## src/rtl/sx_pkg.sv

```systemverilog
package sx_pkg;

  typedef struct packed {
    logic       two_stop;
    logic       par_en;
    logic       par_odd;
    logic       mp;
    logic [1:0] clk_sel;
  } sx_mode_t;

  typedef enum logic [1:0] {
    TX_IDLE = 2'd0,
    TX_WAIT = 2'd1,
    TX_SEND = 2'd2
  } tx_state_e;

  typedef enum logic [1:0] {
    RX_IDLE  = 2'd0,
    RX_START = 2'd1,
    RX_BITS  = 2'd2,
    RX_HOLD  = 2'd3
  } rx_state_e;

endpackage

```

## src/rtl/sx_rate_gen.sv

```systemverilog
module sx_rate_gen #(
  parameter int unsigned RELOAD_W = 8
) (
  input  logic                clk,
  input  logic                rst_n,
  input  logic [1:0]          clk_sel,
  input  logic [RELOAD_W-1:0] reload,
  output logic                os_tick
);
  localparam int unsigned PRE_W = 6;

  logic [PRE_W-1:0]    pre_q, pre_d;
  logic [RELOAD_W-1:0] brc_q, brc_d;
  logic [PRE_W-1:0]    pre_mask;
  logic                pre_tick;

  always_comb begin
    unique case (clk_sel)
      2'b00:   pre_mask = 6'h00;
      2'b01:   pre_mask = 6'h03;
      2'b10:   pre_mask = 6'h0F;
      default: pre_mask = 6'h3F;
    endcase
    pre_tick = ((pre_q & pre_mask) == pre_mask);
    pre_d    = pre_q + 1'b1;
    brc_d    = brc_q;
    if (pre_tick) begin
      brc_d = (brc_q == reload) ? '0 : brc_q + 1'b1;
    end
    os_tick = pre_tick && (brc_q == reload);
  end

  always_ff @(posedge clk or negedge rst_n) begin
    if (!rst_n) begin
      pre_q <= '0;
      brc_q <= '0;
    end else begin
      pre_q <= pre_d;
      brc_q <= brc_d;
    end
  end

  // with any divisor above 1, two ticks are never adjacent
  a_r2_tick_gap: assert property (@(posedge clk) disable iff (!rst_n)
    (os_tick && clk_sel != 2'b00) |=> (!os_tick || clk_sel != $past(clk_sel)));

endmodule

```

## src/rtl/sx_tx.sv

```systemverilog
module sx_tx
  import sx_pkg::*;
#(
  parameter int unsigned DATA_W = 8,
  parameter int unsigned OSR    = 16
) (
  input  logic              clk,
  input  logic              rst_n,
  input  logic              os_tick,
  input  sx_mode_t          mode,
  input  logic [DATA_W-1:0] tx_data,
  input  logic              tx_mpb,
  input  logic              tx_valid,
  output logic              tx_ready,
  output logic              txd
);
  localparam int unsigned FRAME_W = DATA_W + 4;
  localparam int unsigned IDX_W   = $clog2(FRAME_W);
  localparam int unsigned CNT_W   = $clog2(OSR);

  tx_state_e          st_q, st_d;
  logic [FRAME_W-1:0] frm_q, frm_d, frm_new;
  logic [IDX_W-1:0]   last_q, last_d, last_new;
  logic [IDX_W-1:0]   idx_q, idx_d, idx_nxt;
  logic [CNT_W-1:0]   cnt_q, cnt_d;
  logic               txd_q, txd_d;
  logic               has_extra, extra_bit;

  always_comb begin
    has_extra = mode.mp | mode.par_en;
    extra_bit = mode.mp ? tx_mpb : ((^tx_data) ^ mode.par_odd);
    frm_new   = '1;
    frm_new[0] = 1'b0;
    frm_new[DATA_W:1] = tx_data;
    if (has_extra) frm_new[DATA_W+1] = extra_bit;
    last_new = IDX_W'(DATA_W + 1) + IDX_W'(has_extra) + IDX_W'(mode.two_stop);
  end

  always_comb begin
    st_d    = st_q;
    frm_d   = frm_q;
    last_d  = last_q;
    idx_d   = idx_q;
    cnt_d   = cnt_q;
    txd_d   = txd_q;
    idx_nxt = idx_q + 1'b1;
    unique case (st_q)
      TX_IDLE: begin
        txd_d = 1'b1;
        if (tx_valid) begin
          frm_d  = frm_new;
          last_d = last_new;
          st_d   = TX_WAIT;
        end
      end
      TX_WAIT: begin
        if (os_tick) begin
          st_d  = TX_SEND;
          idx_d = '0;
          cnt_d = '0;
          txd_d = frm_q[0];
        end
      end
      default: begin
        if (os_tick) begin
          if (cnt_q == CNT_W'(OSR - 1)) begin
            cnt_d = '0;
            if (idx_q == last_q) begin
              st_d  = TX_IDLE;
              txd_d = 1'b1;
            end else begin
              idx_d = idx_nxt;
              txd_d = frm_q[idx_nxt];
            end
          end else begin
            cnt_d = cnt_q + 1'b1;
          end
        end
      end
    endcase
  end

  always_ff @(posedge clk or negedge rst_n) begin
    if (!rst_n) begin
      st_q   <= TX_IDLE;
      frm_q  <= '1;
      last_q <= '0;
      idx_q  <= '0;
      cnt_q  <= '0;
      txd_q  <= 1'b1;
    end else begin
      st_q   <= st_d;
      frm_q  <= frm_d;
      last_q <= last_d;
      idx_q  <= idx_d;
      cnt_q  <= cnt_d;
      txd_q  <= txd_d;
    end
  end

  assign tx_ready = (st_q == TX_IDLE);
  assign txd      = txd_q;

  // line high while idle
  a_r3_idle_line_high: assert property (@(posedge clk) disable iff (!rst_n)
    (st_q == TX_IDLE) |-> txd_q);
  // an accepted byte drops ready on the next clock
  a_r3_ready_drops: assert property (@(posedge clk) disable iff (!rst_n)
    (tx_valid && tx_ready) |=> !tx_ready);
  // the first bit sent is a low start bit
  a_r3_start_low: assert property (@(posedge clk) disable iff (!rst_n)
    (st_q == TX_SEND && $past(st_q) == TX_WAIT) |-> !txd_q);

endmodule

```

## src/rtl/sx_rx.sv

```systemverilog
module sx_rx
  import sx_pkg::*;
#(
  parameter int unsigned DATA_W = 8,
  parameter int unsigned OSR    = 16
) (
  input  logic              clk,
  input  logic              rst_n,
  input  logic              os_tick,
  input  sx_mode_t          mode,
  input  logic              rxd,
  output logic [DATA_W-1:0] rx_data,
  output logic              rx_mpb,
  output logic              rx_valid,
  output logic              rx_frame_err,
  output logic              rx_par_err
);
  localparam int unsigned IDX_W = $clog2(DATA_W + 2);
  localparam int unsigned CNT_W = $clog2(OSR);
  localparam int unsigned HALF  = OSR / 2;

  rx_state_e         st_q, st_d;
  logic              s1_q, s2_q;
  logic [CNT_W-1:0]  cnt_q, cnt_d;
  logic [IDX_W-1:0]  nbit_q, nbit_d, last_bit;
  logic [DATA_W-1:0] shf_q, shf_d;
  logic              xb_q, xb_d;
  logic [DATA_W-1:0] dat_q, dat_d;
  logic              mpb_q, mpb_d, vld_q, vld_d, fe_q, fe_d, pe_q, pe_d;
  logic              has_extra;

  always_comb begin
    has_extra = mode.mp | mode.par_en;
    last_bit  = IDX_W'(DATA_W) + IDX_W'(has_extra);
    st_d   = st_q;
    cnt_d  = cnt_q;
    nbit_d = nbit_q;
    shf_d  = shf_q;
    xb_d   = xb_q;
    dat_d  = dat_q;
    mpb_d  = mpb_q;
    fe_d   = fe_q;
    pe_d   = pe_q;
    vld_d  = 1'b0;
    unique case (st_q)
      RX_IDLE: begin
        if (os_tick && !s2_q) begin
          st_d  = RX_START;
          cnt_d = '0;
        end
      end
      RX_START: begin
        if (os_tick) begin
          cnt_d = cnt_q + 1'b1;
          if (cnt_q == CNT_W'(HALF - 1)) begin
            cnt_d  = '0;
            nbit_d = '0;
            st_d   = s2_q ? RX_IDLE : RX_BITS;
          end
        end
      end
      RX_BITS: begin
        if (os_tick) begin
          cnt_d = cnt_q + 1'b1;
          if (cnt_q == CNT_W'(OSR - 1)) begin
            cnt_d  = '0;
            nbit_d = nbit_q + 1'b1;
            if (nbit_q < IDX_W'(DATA_W)) begin
              shf_d = {s2_q, shf_q[DATA_W-1:1]};
            end else if (nbit_q == last_bit) begin
              vld_d = 1'b1;
              dat_d = shf_q;
              mpb_d = mode.mp & xb_q;
              fe_d  = !s2_q;
              pe_d  = mode.par_en & !mode.mp &
                      (xb_q != ((^shf_q) ^ mode.par_odd));
              st_d  = s2_q ? RX_IDLE : RX_HOLD;
            end else begin
              xb_d = s2_q;
            end
          end
        end
      end
      default: begin
        if (s2_q) st_d = RX_IDLE;
      end
    endcase
  end

  always_ff @(posedge clk or negedge rst_n) begin
    if (!rst_n) begin
      s1_q   <= 1'b1;
      s2_q   <= 1'b1;
      st_q   <= RX_IDLE;
      cnt_q  <= '0;
      nbit_q <= '0;
      shf_q  <= '0;
      xb_q   <= 1'b0;
      dat_q  <= '0;
      mpb_q  <= 1'b0;
      vld_q  <= 1'b0;
      fe_q   <= 1'b0;
      pe_q   <= 1'b0;
    end else begin
      s1_q   <= rxd;
      s2_q   <= s1_q;
      st_q   <= st_d;
      cnt_q  <= cnt_d;
      nbit_q <= nbit_d;
      shf_q  <= shf_d;
      xb_q   <= xb_d;
      dat_q  <= dat_d;
      mpb_q  <= mpb_d;
      vld_q  <= vld_d;
      fe_q   <= fe_d;
      pe_q   <= pe_d;
    end
  end

  assign rx_data      = dat_q;
  assign rx_mpb       = mpb_q;
  assign rx_valid     = vld_q;
  assign rx_frame_err = fe_q;
  assign rx_par_err   = pe_q;

  // a character is reported as a single-clock pulse
  a_r7_valid_pulse: assert property (@(posedge clk) disable iff (!rst_n)
    rx_valid |=> !rx_valid);
  // the data phase is entered only after a low mid-start sample
  a_r8_start_qualified: assert property (@(posedge clk) disable iff (!rst_n)
    (st_q == RX_BITS && $past(st_q) == RX_START) |-> !$past(s2_q));
  // flag mode never reports a parity error
  a_r11_mp_no_par: assert property (@(posedge clk) disable iff (!rst_n)
    (rx_valid && mode.mp) |-> !rx_par_err);

endmodule

```

## src/rtl/async_serial_xcvr.sv

```systemverilog
module async_serial_xcvr
  import sx_pkg::*;
#(
  parameter int unsigned DATA_W   = 8,
  parameter int unsigned RELOAD_W = 8,
  parameter int unsigned OSR      = 16
) (
  input  logic                clk,
  input  logic                rst_n,
  input  logic                cfg_load,
  input  logic                cfg_two_stop,
  input  logic                cfg_par_en,
  input  logic                cfg_par_odd,
  input  logic                cfg_mp,
  input  logic [1:0]          cfg_clk_sel,
  input  logic [RELOAD_W-1:0] cfg_reload,
  input  logic [DATA_W-1:0]   tx_data,
  input  logic                tx_mpb,
  input  logic                tx_valid,
  output logic                tx_ready,
  output logic                txd,
  input  logic                rxd,
  output logic [DATA_W-1:0]   rx_data,
  output logic                rx_mpb,
  output logic                rx_valid,
  output logic                rx_frame_err,
  output logic                rx_par_err
);
  sx_mode_t            mode_q, mode_d;
  logic [RELOAD_W-1:0] rld_q, rld_d;
  logic                os_tick;

  always_comb begin
    mode_d = mode_q;
    rld_d  = rld_q;
    if (cfg_load) begin
      mode_d.two_stop = cfg_two_stop;
      mode_d.par_en   = cfg_par_en;
      mode_d.par_odd  = cfg_par_odd;
      mode_d.mp       = cfg_mp;
      mode_d.clk_sel  = cfg_clk_sel;
      rld_d           = cfg_reload;
    end
  end

  always_ff @(posedge clk or negedge rst_n) begin
    if (!rst_n) begin
      mode_q <= '0;
      rld_q  <= '0;
    end else begin
      mode_q <= mode_d;
      rld_q  <= rld_d;
    end
  end

  sx_rate_gen #(.RELOAD_W(RELOAD_W)) u_rate (
    .clk     (clk),
    .rst_n   (rst_n),
    .clk_sel (mode_q.clk_sel),
    .reload  (rld_q),
    .os_tick (os_tick)
  );

  sx_tx #(.DATA_W(DATA_W), .OSR(OSR)) u_tx (
    .clk      (clk),
    .rst_n    (rst_n),
    .os_tick  (os_tick),
    .mode     (mode_q),
    .tx_data  (tx_data),
    .tx_mpb   (tx_mpb),
    .tx_valid (tx_valid),
    .tx_ready (tx_ready),
    .txd      (txd)
  );

  sx_rx #(.DATA_W(DATA_W), .OSR(OSR)) u_rx (
    .clk          (clk),
    .rst_n        (rst_n),
    .os_tick      (os_tick),
    .mode         (mode_q),
    .rxd          (rxd),
    .rx_data      (rx_data),
    .rx_mpb       (rx_mpb),
    .rx_valid     (rx_valid),
    .rx_frame_err (rx_frame_err),
    .rx_par_err   (rx_par_err)
  );

  // the mode register starts from all zeros
  a_r1_mode_cleared: assert property (@(posedge clk) disable iff (!rst_n)
    ($past(!rst_n)) |-> (mode_q == '0 || $past(cfg_load)));

endmodule

```

## config.mk

```make
export PLATFORM = sky130hd
export DESIGN_NAME = async_serial_xcvr
export DESIGN_NICKNAME = d
export VERILOG_FILES = /design/src/rtl/sx_pkg.sv /design/src/rtl/sx_rate_gen.sv /design/src/rtl/sx_tx.sv /design/src/rtl/sx_rx.sv /design/src/rtl/async_serial_xcvr.sv
export SDC_FILE = /design/constraint.sdc
export NUM_CORES = 1
export LEC_CHECK = 0
export BUFFER_PORTS_ARGS = -buffer_cell sky130_fd_sc_hd__buf_4
export CAP_MARGIN = 20
export CORE_ASPECT_RATIO = 0.75
export CORE_UTILIZATION = 45
export DETAILED_ROUTE_END_ITERATION = 16
export GPL_ROUTABILITY_DRIVEN = 0
export PLACE_DENSITY = 0.66
export RECOVER_POWER = 50
export SLEW_MARGIN = 20
export SYNTH_ARGS = -nofsm -noshare
export SYNTH_HDL_FRONTEND = slang
export SYNTH_SLANG_ARGS = --single-unit
```

## constraint.sdc

```tcl
create_clock -name clk -period 2 [get_ports clk]
set_input_delay 0.1 -clock clk [delete_from_list [all_inputs] [get_ports clk]]
set_output_delay 0.1 -clock clk [all_outputs]
set_load 0.03 [all_outputs]
```

# [Yosys cells after proc, flatten, opt, wreduce, memory -nomap -nowiden]
# Cells that the tools add are included.
[op_classes] n_bitwise=10 addsub=9 reduce_logical=27 n_mux=52 eq_ne=23 magnitude_cmp=2
[op_table] operator="two-way mux 4 bit" count=15
[op_table] operator="two-way mux 2 bit" count=15
[op_table] operator="one-hot mux 4 bit (2 select lines)" count=3
[op_table] operator="AND reduction 5 bit" count=4
[op_table] operator="one-hot mux 6 bit (3 select lines)" count=1
[op_table] operator="adder 4 x 1 -> 4 bit, second input constant" count=4
[op_table] operator="parity 8 bit" count=2
[op_table] operator="!= test 2 x 1 -> 1 bit, second input constant" count=7
[op_table] operator="two-way mux 1 bit" count=12
[op_table] operator="one-hot mux 4 bit (3 select lines)" count=1
[op_table] operator="AND reduction 4 bit" count=3
[op_table] operator="nonzero test 3 bit" count=3
[op_table] operator="adder 4 x 1 -> 4 bit, first input constant" count=2
[op_table] operator="adder 8 x 1 -> 8 bit, second input constant" count=1
[op_table] operator="== test 4 bit" count=2
[op_table] operator="== test 4 bit, second input constant" count=2
[op_table] operator="== test 8 bit" count=1
[op_table] operator="two-way mux 8 bit" count=1
[op_table] operator="AND reduction 8 bit" count=1
[op_table] operator="adder 6 x 1 -> 6 bit, second input constant" count=1
[op_table] operator="bitwise AND 6 bit" count=1
[op_table] operator="== test 2 x 1 -> 1 bit, second input constant" count=3
[op_table] operator="== test 6 bit" count=1
[op_table] operator="zero test 2 bit" count=3
[op_table] operator="other kinds (21)" count=34
[word_totals] reg_bits=86 input_bits=28 word_cells=149

# [Depth between registers and ports, before layout]
[depth] word_depth=8 mapped_depth=8

# [Cells and area by module]
# Synthesis repeated with hierarchy kept, for this count alone.
[unflattened] cells_unflattened=361 hier_area_um2=4349.2
[modules_own_cells] mod="sx_rx" n_inst=1 cells_each=134 area_each_um2=1616.6
[modules_own_cells] mod="sx_tx" n_inst=1 cells_each=115 area_each_um2=1296.2
[modules_own_cells] mod="sx_rate_gen" n_inst=1 cells_each=83 area_each_um2=917.1
[modules_own_cells] mod="async_serial_xcvr" n_inst=1 cells_each=29 area_each_um2=519.2

# [Least setup slack after synthesis]
# No wires, ideal clock.
[synth_path] path_kind="register to register" from="reg u_rx.st_q[0]" to="reg u_rx.nbit_q[3]" setup_time_ps=104 setup_slack_ps=-120 t_arrival_ps=2016 n_path_buf=1 path_stages_with_launch=9 period_less_slack_ps=2120 path_cell_list="dfrtp_1 inv_1 ha_1 buf_2 or2_2 o311a_1 nand2b_1 or2_2 o311ai_1"
[synth_via] elab_chain_len=3 elab_cells_between_ends=9
[synth_rtl] item="start, declared" line_no="sx_rx.sv:22" rtl="rx_state_e st_q, st_d;"
[synth_rtl] item="start signal, assigned" line_no="sx_rx.sv:107" rtl="st_q <= st_d;"
[synth_rtl] item="== test 2 bit / == test 2 x 1 -> 1 bit (equally long branches)" line_no="sx_rx.sv:45" rtl="unique case (st_q)"
[synth_rtl] item="!= test 2 x 1 -> 1 bit (no line) / nonzero test 2 bit (equally long branches)"
[synth_rtl] item="AND reduction 5 bit (no line)"
[synth_rtl] item="end signal, assigned" line_no="sx_rx.sv:109" rtl="nbit_q <= nbit_d;"
[synth_rtl] item="end, declared" line_no="sx_rx.sv:25" rtl="logic [IDX_W-1:0] nbit_q, nbit_d, last_bit;"
# Parallel ways exist; a longest one is shown, timed or not.
# A chain may end at the register's enable or synchronous reset.

# [Worst setup path after layout]
[layout_path] from="reg u_rx.cnt_q[0]" to="reg u_rx.nbit_q[3]"
[layout_via] elab_chain_len=3 elab_cells_between_ends=5
[layout_rtl] item="start, declared" line_no="sx_rx.sv:24" rtl="logic [CNT_W-1:0] cnt_q, cnt_d;"
[layout_rtl] item="start signal, assigned" line_no="sx_rx.sv:108" rtl="cnt_q <= cnt_d;"
[layout_rtl] item="== test 4 bit / == test 4 x 3 -> 1 bit (equally long branches)" line_no="sx_rx.sv:65, sx_rx.sv:55"
[layout_rtl] item="!= test 2 x 1 -> 1 bit (no line)"
[layout_rtl] item="AND reduction 5 bit (no line) *"
# Mark *: on every way between the ends. The rest lies on a longest branch, timed or not.

==> results.json <==
{
  "run_status": "finished, final reports clean",
  "boundaryPins": 42,
  "synth_mux_area_frac": 0.147,
  "rsz0062_at_grt": "true",
  "gr-max-usage-layer": "met2",
  "vdd_drop_max_v": 0.000579,
  "r2r_start": "u_rx.cnt_q[0]",
  "worstHoldStart": "tx_data[3]",
  "synth-main-ff-cell": "dfrtp_1",
  "synthArstFlopShare": 1.00,
  "synth_xor_area_frac": 0.0741,
  "final_cell_count_no_fill": 595,
  "grt_start_max_net_pins": 51,
  "die_h_um": 86.9,
  "placed_cell_area_mm2": 0.00500,
  "synth_cells": 364,
  "tightest_slew_ns": 0.882,
  "use_met2": 0.298,
  "r2r_end": "u_rx.nbit_q[3]",
  "synth_compound_area_frac": 0.0935,
  "synth_nets": 404,
  "setup_viol": 0,
  "cts-root-buf": "clkbuf_16",
  "placed_cells": 555,
  "critical_path_class": "flip-flop to flip-flop",
  "drv_cap": 0,
  "core_area_mm2": 0.00920,
  "start_kind": "flip-flop",
  "grtUsageMet3": 0.0459,
  "fillerInstances": 765,
  "multiInputGateArea_mm2": 0.00221,
  "reg2reg_slack_ns": 0.05,
  "synth_top_family_by_area": "multiplexers",
  "synth_area_per_cell_um2": 11.9,
  "p_total_mw": 5.85,
  "endpoint_kind": "flip-flop",
  "syn_area_mm2": 0.00432,
  "crit_arrival_ns": 2.19,
  "holdPathEnd": "u_tx.frm_q[4]",
  "finalCritPeriodShare": 0.977,
  "cts_inserted_buffers": 9,
  "rows": 30,
  "worstHoldPathCells": 2,
  "die_area_mm2": 0.0100,
  "worst_ep_required_time_ns": 2.24,
  "min_period_ns": 1.95,
  "initial_core_util": 0.470,
  "ant_nets": 0,
  "grt_pass1_wl_um": 15200,
  "synth_fa_ha_area_frac": 0.0348,
  "seq_area_frac_synth": 0.496,
  "final_common_cell": "dfrtp_1",
  "hold_path_class": "input port to flip-flop",
  "fin_area_mm2": 0.00560,
  "fin_util": 0.609,
  "grt_pass1_vias": 3167,
  "yosys_warnings": 0,
  "grtUsageMet1": 0.285,
  "grt_overflow": 0,
  "drtPass1Iterations": 4,
  "final_hold_viol_count": 0,
  "antenna_found_initial": 0,
  "wire_per_inst_um": 14.8,
  "max_freq_mhz": 512,
  "p_leak_nw": 2.52,
  "synth_cell_types": 60,
  "htreeDepth": 3,
  "seq_area_mm2": 0.00214,
  "cts_tree": "built",
  "drt_wl_total_um": 8820,
  "synth-simple-area-share": 0.131,
  "drive_gt1_frac": 0.392,
  "worst_clock_skew_ns": 0.00813,
  "ys_ff_latch": 85,
  "final_nets": 502,
  "clk_pin_slew_ns": 0.06,
  "clock_sinks": 85,
  "finalMaxSlewViolations": 0,
  "clk_latency_ns": 0.34,
  "vias": 3127,
  "dieWidth_um": 115,
  "place_hpwl_um": 6190,
  "clk_path_buf_depth": 2,
  "slew_headroom": 0.412,
  "layout_common_cells": "dfrtp_1 (72), buf_4 (66), mux2_2 (37)",
  "reg2regPathDepth": 6,
  "powerDensity_mw_per_mm2": 1040,
  "synth_edf_count": 0,
  "portBuffers": 41,
  "drt_iter0_markers": 183,
  "diodes": 0,
  "area_growth_pct": 29.7,
  "cp_max_fo": 5,
  "grt.total_usage": 0.200,
  "drc": 0,
  "via_per_inst": 5.26
}
[cell usage after synthesis (2+ instances only)]
cell | n | area share
dfrtp_1 | 72 | 0.42
mux2_2 | 38 | 0.099
xnor2_1 | 28 | 0.057
nand2_1 | 21 | 0.018
nor2_1 | 20 | 0.017
inv_1 | 15 | 0.013
dfstp_2 | 13 | 0.079
ha_1 | 12 | 0.035
o21ai_0 | 11 | 0.013
nand3_1 | 10 | 0.012
mux2_4 | 8 | 0.028
nor3_1 | 7 | 0.0081
nor2b_1 | 6 | 0.0087
o31ai_1 | 6 | 0.010
xor2_1 | 6 | 0.012
a22o_1 | 5 | 0.010
clkbuf_1 | 5 | 0.0043
a21oi_1 | 4 | 0.0046
and2_1 | 4 | 0.0058
and3_1 | 4 | 0.0058
mux2i_1 | 4 | 0.0093
nand2b_1 | 4 | 0.0058
nand4_1 | 4 | 0.0058
nor4_1 | 4 | 0.0058
o41ai_1 | 4 | 0.0081
or2_2 | 4 | 0.0058
buf_2 | 3 | 0.0035
a211oi_1 | 2 | 0.0035
a21o_1 | 2 | 0.0035
a31oi_1 | 2 | 0.0029
a41oi_1 | 2 | 0.0041
mux4_2 | 2 | 0.010
nand3b_1 | 2 | 0.0035
nor3_2 | 2 | 0.0046
nor3b_1 | 2 | 0.0035
or3_1 | 2 | 0.0029
[state kept, by name (all words and copies together) (netlist names), 2 cells and up]
name,cells
u_tx.frm_q,10
rld_q,8
u_rate.brc_q,8
u_rx.rx_data,8
u_rx.shf_q,8
mode_q,6
u_rate.pre_q,6
u_rx.cnt_q,4
u_rx.nbit_q,4
u_tx.cnt_q,4
u_tx.idx_q,4
u_tx.last_q,3
u_rx.st_q,2
u_tx.st_q,2
[critical path, stage by stage (launching register included)]
cell and delay [ns]:
dfrtp_1 0.43, ha_4 0.19, nand2_1 0.07, o311a_4 0.41, nand2b_4 0.15, or2_2 0.32
o311ai_2 0.29
[how the worst max path moves through the flow]
stage,from,to,slack (ns),depth (start not counted)
final,u_rx.cnt_q[0],u_rx.nbit_q[3],0.05,6
after floorplan,u_rx.st_q[0],u_rx.nbit_q[3],0.007,8
after global placement,u_rate.brc_q[5],u_rx.cnt_q[1],-0.001,5
after CTS,u_rx.cnt_q[0],u_rx.nbit_q[3],0.005,6
after global routing,u_rx.st_q[0],u_rx.st_q[0],-0.04,8
after detailed placement,u_rate.brc_q[5],u_rx.cnt_q[1],-0.07,5
[area by class of cell]
type / instances / share of cell area
clock buffer: 9 / 0.0402
clock inverter: 7 / 0.00983
inverter: 15 / 0.0100
multi-input combinational: 254 / 0.394
sequential: 85 / 0.383
tap: 128 / 0.0286
timing repair buffer: 97 / 0.135
[logic make-up (layout without fill, tap and decap cells)]
| group | Yosys count | after routing |
|---|---|---|
| AOI/OAI and AO/OA | 52 | 52 |
| xor gates and xnor gates | 35 | 35 |
| adders and majority gates | 12 | 12 |
| buffers and inverters | 25 | 128 |
| DFF | 85 | 85 |
| muxes | 52 | 52 |
| and+or+nand+nor | 103 | 103 |
[what timing repair did]
action | 4_1_cts | 5_1_grt
hold buffers | 18 | 0
gates resized for setup | 2 | 20
pin swaps | 1 | 3
endpoints found under the hold margin | 50 | 0
setup endpoints to repair | 3 | 29
setup buffers | 0 | 6
[routing by layer]
layer / vias to the layer above / routed length, um
met5: - / 0
met4: 0 / 128
met3: 11 / 334
met2: 67 / 3950
met1: 1539 / 4400
li1: 1510 / -
[power by group]
part | switching, mW | internal (mW)
logic | 0.970 | 1.03
registers | 0.204 | 2.05
clock network | 0.740 | 0.855
[per-stage QoR]
| step | hold WS [ns] | setup slack, ns | TNS (ns) |
|---|---|---|---|
| 6_report | 0.00842 | 0.0456 | 0 |
| 5_1_grt | 0.00617 | -0.0420 | -0.145 |
| 4_1_cts | 0.000251 | 0.00478 | 0 |
| 3_5_place_dp | 0.0971 | -0.0707 | -0.138 |
| 3_3_place_gp | 0.0950 | -0.00149 | -0.00219 |
| 2_1_floorplan | -0.196 | 0.00741 | 0 |
Power figures use the tool's default switching activity.
